==> src/rtl/pair_reduce_pkg.sv <==
package pair_reduce_pkg;

  typedef enum logic {
    HOLD_EMPTY = 1'b0,
    HOLD_FULL  = 1'b1
  } hold_state_e;

  function automatic int sum_width(input int w);
    return w + 1;
  endfunction

endpackage

==> src/rtl/pr_pair_collect.sv <==
module pr_pair_collect
  import pair_reduce_pkg::*;
#(
  parameter int W = 16
) (
  input  logic         clk,
  input  logic         rst,
  input  logic         in_valid,
  input  logic [W-1:0] in_data,
  input  logic         in_last,
  output logic         launch,
  output logic         launch_last,
  output logic [W-1:0] opa,
  output logic [W-1:0] opb,
  output logic         hold_full
);

  hold_state_e  state_q;
  logic [W-1:0] hold_q;
  logic         have_pair;

  assign have_pair = (state_q == HOLD_FULL);

  // the operand that completes a pair, or an odd last item on its own
  assign launch      = in_valid && (have_pair || in_last);
  assign launch_last = launch && in_last;

  // 2-to-1 operand select: held value with new item, or new item with zero
  always_comb begin
    if (have_pair) begin
      opa = hold_q;
      opb = in_data;
    end else begin
      opa = in_data;
      opb = '0;
    end
  end

  always_ff @(posedge clk) begin
    if (rst) begin
      state_q <= HOLD_EMPTY;
      hold_q  <= '0;
    end else if (in_valid) begin
      if (have_pair || in_last) begin
        state_q <= HOLD_EMPTY;
      end else begin
        state_q <= HOLD_FULL;
        hold_q  <= in_data;
      end
    end
  end

  assign hold_full = have_pair;

endmodule

==> src/rtl/pr_adder_pipe.sv <==
module pr_adder_pipe #(
  parameter int W = 16,
  parameter int L = 4
) (
  input  logic          clk,
  input  logic          rst,
  input  logic          go,
  input  logic [W-1:0]  a,
  input  logic [W-1:0]  b,
  output logic          vld_o,
  output logic [W:0]    sum_o
);

  localparam int SW = W + 1;

  logic [SW-1:0] sum_q [L];
  logic [L-1:0]  vld_q;
  logic [SW-1:0] sum_in;

  assign sum_in = {1'b0, a} + {1'b0, b};

  for (genvar g = 0; g < L; g++) begin : g_stage
    if (g == 0) begin : g_head
      always_ff @(posedge clk) begin
        if (rst) begin
          vld_q[g] <= 1'b0;
          sum_q[g] <= '0;
        end else begin
          vld_q[g] <= go;
          sum_q[g] <= go ? sum_in : '0;
        end
      end
    end else begin : g_body
      always_ff @(posedge clk) begin
        if (rst) begin
          vld_q[g] <= 1'b0;
          sum_q[g] <= '0;
        end else begin
          vld_q[g] <= vld_q[g-1];
          sum_q[g] <= sum_q[g-1];
        end
      end
    end
  end

  assign vld_o = vld_q[L-1];
  assign sum_o = sum_q[L-1];

endmodule

==> src/rtl/pr_flag_delay.sv <==
module pr_flag_delay #(
  parameter int L = 4
) (
  input  logic clk,
  input  logic rst,
  input  logic flag_i,
  output logic flag_o
);

  logic [L-1:0] sr_q;

  if (L == 1) begin : g_single
    always_ff @(posedge clk) begin
      if (rst) sr_q <= '0;
      else     sr_q <= flag_i;
    end
  end else begin : g_chain
    always_ff @(posedge clk) begin
      if (rst) sr_q <= '0;
      else     sr_q <= {sr_q[L-2:0], flag_i};
    end
  end

  assign flag_o = sr_q[L-1];

endmodule

==> src/rtl/pair_reduce_stage.sv <==
module pair_reduce_stage #(
  parameter int W = 16,
  parameter int L = 4
) (
  input  logic         clk,
  input  logic         rst,
  input  logic         in_valid,
  input  logic [W-1:0] in_data,
  input  logic         in_last,
  output logic         out_valid,
  output logic [W:0]   out_sum,
  output logic         out_last
);

  logic         launch;
  logic         launch_last;
  logic [W-1:0] opa;
  logic [W-1:0] opb;
  logic         hold_full;

  pr_pair_collect #(.W(W)) u_collect (
    .clk         (clk),
    .rst         (rst),
    .in_valid    (in_valid),
    .in_data     (in_data),
    .in_last     (in_last),
    .launch      (launch),
    .launch_last (launch_last),
    .opa         (opa),
    .opb         (opb),
    .hold_full   (hold_full)
  );

  pr_adder_pipe #(.W(W), .L(L)) u_adder (
    .clk   (clk),
    .rst   (rst),
    .go    (launch),
    .a     (opa),
    .b     (opb),
    .vld_o (out_valid),
    .sum_o (out_sum)
  );

  pr_flag_delay #(.L(L)) u_last (
    .clk    (clk),
    .rst    (rst),
    .flag_i (launch_last),
    .flag_o (out_last)
  );

endmodule

==> config.mk <==
export PLATFORM = sky130hd
export DESIGN_NAME = pair_reduce_stage
export DESIGN_NICKNAME = d
export VERILOG_FILES = /design/src/rtl/pair_reduce_pkg.sv /design/src/rtl/pr_pair_collect.sv /design/src/rtl/pr_adder_pipe.sv /design/src/rtl/pr_flag_delay.sv /design/src/rtl/pair_reduce_stage.sv
export SDC_FILE = /design/constraint.sdc
export NUM_CORES = 1
export LEC_CHECK = 0
export BUFFER_PORTS_ARGS = -buffer_cell sky130_fd_sc_hd__buf_2
export CAP_MARGIN = 15
export CORE_ASPECT_RATIO = 0.9
export CORE_MARGIN = 2
export CORE_UTILIZATION = 45
export DETAILED_ROUTE_END_ITERATION = 7
export GPL_TIMING_DRIVEN = 0
export PLACE_DENSITY = 0.7
export SLEW_MARGIN = 20
export SYNTH_ARGS = -nofsm -noshare
export SYNTH_HDL_FRONTEND = slang
export SYNTH_SLANG_ARGS = --single-unit
==> constraint.sdc <==
create_clock -name clk -period 2.55 [get_ports clk]
set_clock_uncertainty 0.1 [all_clocks]
set_input_delay 0.3825 -clock clk [delete_from_list [all_inputs] [get_ports clk]]
set_output_delay 0.3825 -clock clk [all_outputs]
set_load 0.005 [all_outputs]
==> impl_metrics.yaml <==
outcome:
  status: "finished clean"
final_layout:
  fin_area_um2: 4690
  drive_above_1_share_pct: 28.4
  final_nets: 489
  layout_common_cells: "dfxtp_1, nor2b_1, buf_2, nand2_1, a21oi_1"
  final_common_cell: "dfxtp_1"
  synthToLayoutAreaGrowth_pct: 23.7
  n_antenna_cell: 0
grt:
  grt_max_degree: 20
  antenna_found_initial: 0
  grt_overflow: 0
  grt_pass1_wl_um: 12700
  grt_pass1_vias: 2875
  track_usage_pct: 17.6
hold_path:
  holdPathEnd: "u_collect.hold_q[15]"
  min-delay-start: "in_data[15]"
  hold_class: "in2reg"
  hold_depth: 3
timing:
  holdWs_ns: 0.157
  rsz0062_at_grt: "true"
  worst_pin_slew_ns: 0.521
  finalCriticalPeriod_ns: 2.55
  slew_headroom_pct: 65.2
  max_freq_ghz: 0.393
  setup_violations: 0
  finalMaxSlewViolations: 0
  hold_viol: 0
  tns_ns: 0
  period_share_pct: 99.9
logic_synthesis:
  synthCells: 386
  syn-num-nets: 423
  yosys_warnings: 0
  async_flop_share_pct: 0
  seq_area_frac_synth_pct: 49.1
  syn-cell-area_um2: 3790
  yosysUniqueCellTypes: 55
  ys_ff_latch: 93
  syn_avg_cell_area_um2: 9.82
  ys.flop_type: "dfxtp_1"
  synth-edff-count: 0
clocking:
  cts_tree: "built"
  cts-buffers-inserted: 9
  cts_buffer_depth: 2
  root_buffer: "clkbuf_8"
  insertion_delay_ns: 0.37
  clock_sinks: 93
  cts-hold-fix-buffers: 0
  clk_pin_slew_ns: 0.10
  htree_levels: 3
worst_setup_path:
  end_kind: "flip-flop"
  crit_slowest_cell: "dfxtp_4"
  arrival_ns: 2.69
  cp_num_buf_inv: 0
  required_ns: 2.69
  path_delay_family: "compound AO/OA/AOI/OAI gates"
  r2r-end: "u_adder.sum_q[0][8]"
  critPathKind: "reg2reg"
  r2r_start: "u_collect.hold_full"
  r2r.worst_path.cells: 8
  path_max_fanout: 6
  crit_path_start_kind: "flip-flop"
  slowest_delay_ns: 0.43
  ff2ff_setup_slack_ns: 0.002
  path_cells: "mux2_4, ha_4, fa_2, a21o_1, a31o_4, a2111oi_4, or3_1, a21oi_2"
drt:
  drt_iter0_drc: 108
  wl_per_cell_um: 14.1
  ant_nets: 0
  drt_pre_antenna_iters: 4
  finalWirelength_um: 7830
  vias_per_cell: 5.24
  drc: 0
  vias: 2915
power:
  ir_drop_mv: 0.257
  power_density_nw_per_um2: 606
  total_power_uw: 2840
  p_leak_uw: 0.00196
floorplan:
  coreArea_um2: 8110
  num_rows: 31
  dieArea_um2: 9170
  io_pins: 39
  fp.dieW_um: 101
  start_util_pct: 46.7
  die_height_um: 91.0
placed_design:
  dp_hpwl_um: 5160
  io_buffers: 38
  place_area_um2: 4120
  gp_congestion: 0.850
job:
  maxCapViolCount: 0
cells in the mapped netlist, types with 2 or more instances:
cell	n	share of area, %
a211oi_1	2	0.40
a21o_1	7	1.4
a21oi_1	27	3.6
a31oi_1	2	0.33
and2_1	18	3.0
and3_1	5	0.83
buf_2	3	0.40
clkbuf_1	16	1.6
dfxtp_1	93	49
ha_1	16	5.3
inv_1	2	0.20
mux2_2	16	4.8
mux2i_1	2	0.53
nand2_1	37	3.7
nand2b_1	3	0.50
nand3_1	5	0.66
nor2_1	12	1.2
nor2b_1	58	9.6
nor3_1	11	1.5
nor3b_1	3	0.59
o2111ai_1	2	0.46
o21a_1	4	0.79
o21ai_0	6	0.79
or3_1	2	0.33
xor2_1	4	0.92
state kept, by name (all words and copies together), names as in the netlist:
signal               cells
u_last.sr_q              4
u_collect.hold_q        16
u_adder.vld_q            3
u_adder.vld_o            1
u_collect.hold_full      1
u_adder.sum_q           68
kinds of logic (layout without fill, tap and decap cells):
group	count (synthesis)	count (layout)	share of synthesized area, %
AOI/OAI and AO/OA	66	66	12.2
and+or+nand+nor	163	163	23.7
adders and majority gates	17	17	5.81
xor gates and xnor gates	5	5	1.16
buffers and inverters	24	95	2.67
DFF	93	93	49.1
muxes	18	18	5.28
layout make-up:
type | instances | area (um^2)
fillers | 685 | 3420
multi-input cells | 269 | 2030
flip-flops and latches | 93 | 1870
repair buffers | 59 | 358
clock buffers | 9 | 124
well taps | 99 | 124
plain buffers | 17 | 95.1
clock inverters | 7 | 75.1
inverters | 3 | 11.3
worst max-delay path by stage:
stage,slack (ns),startpoint,cells past startpoint,endpoint
after floorplan,0.02,u_collect.hold_full,9,u_adder.sum_q[0][8]
after global placement,-0.30,u_collect.hold_full,10,u_adder.sum_q[0][15]
after detailed placement,-0.36,u_collect.hold_full,10,u_adder.sum_q[0][15]
after CTS,-0.08,u_collect.hold_full,10,u_adder.sum_q[0][13]
after global routing,-0.07,u_collect.hold_full,9,u_adder.sum_q[0][8]
final,0.002,u_collect.hold_full,8,u_adder.sum_q[0][8]
what timing repair did:
action                     in CTS  in global routing
hold endpoints to repair        0                  0
gates resized for setup        32                 19
setup buffers                   9                 11
gates cloned                    2                  0
setup endpoints to repair      11                 12
pin swaps                      12                 16
layer usage:
metal  vias up  GRT usage [%]  wire length (um)
li1       1445              -                 -
met1      1404           19.6              3410
met2        58           31.1              3980
met3         8           5.39               349
met4         0           6.74                91
met5         -              0                 0
worst register-to-register path, delay by kind of cell (launching register included):
kind / cells / cell delay (ns)
adders and majority gates: 2 / 0.51
DFF: 1 / 0.43
and+or+nand+nor: 1 / 0.17
AOI/OAI and AO/OA: 4 / 0.90
muxes: 1 / 0.33
metrics by stage:
step	util (%)	setup WS [ns]	cells
floorplan	-	0.0205	386
global placement	50.8	-0.300	523
detailed placement	50.8	-0.361	523
CTS	56.2	-0.0758	548
global route	57.8	-0.0701	556
finish	57.8	0.00225	556
power by group:
part | switching (uW) | internal (uW) | total [uW]
Clock | 570 | 386 | 956
Sequential | 13.6 | 1490 | 1500
Combinational | 198 | 183 | 382
Total | 782 | 2060 | 2840
No activity file was read; power rests on OpenSTA's default activity.
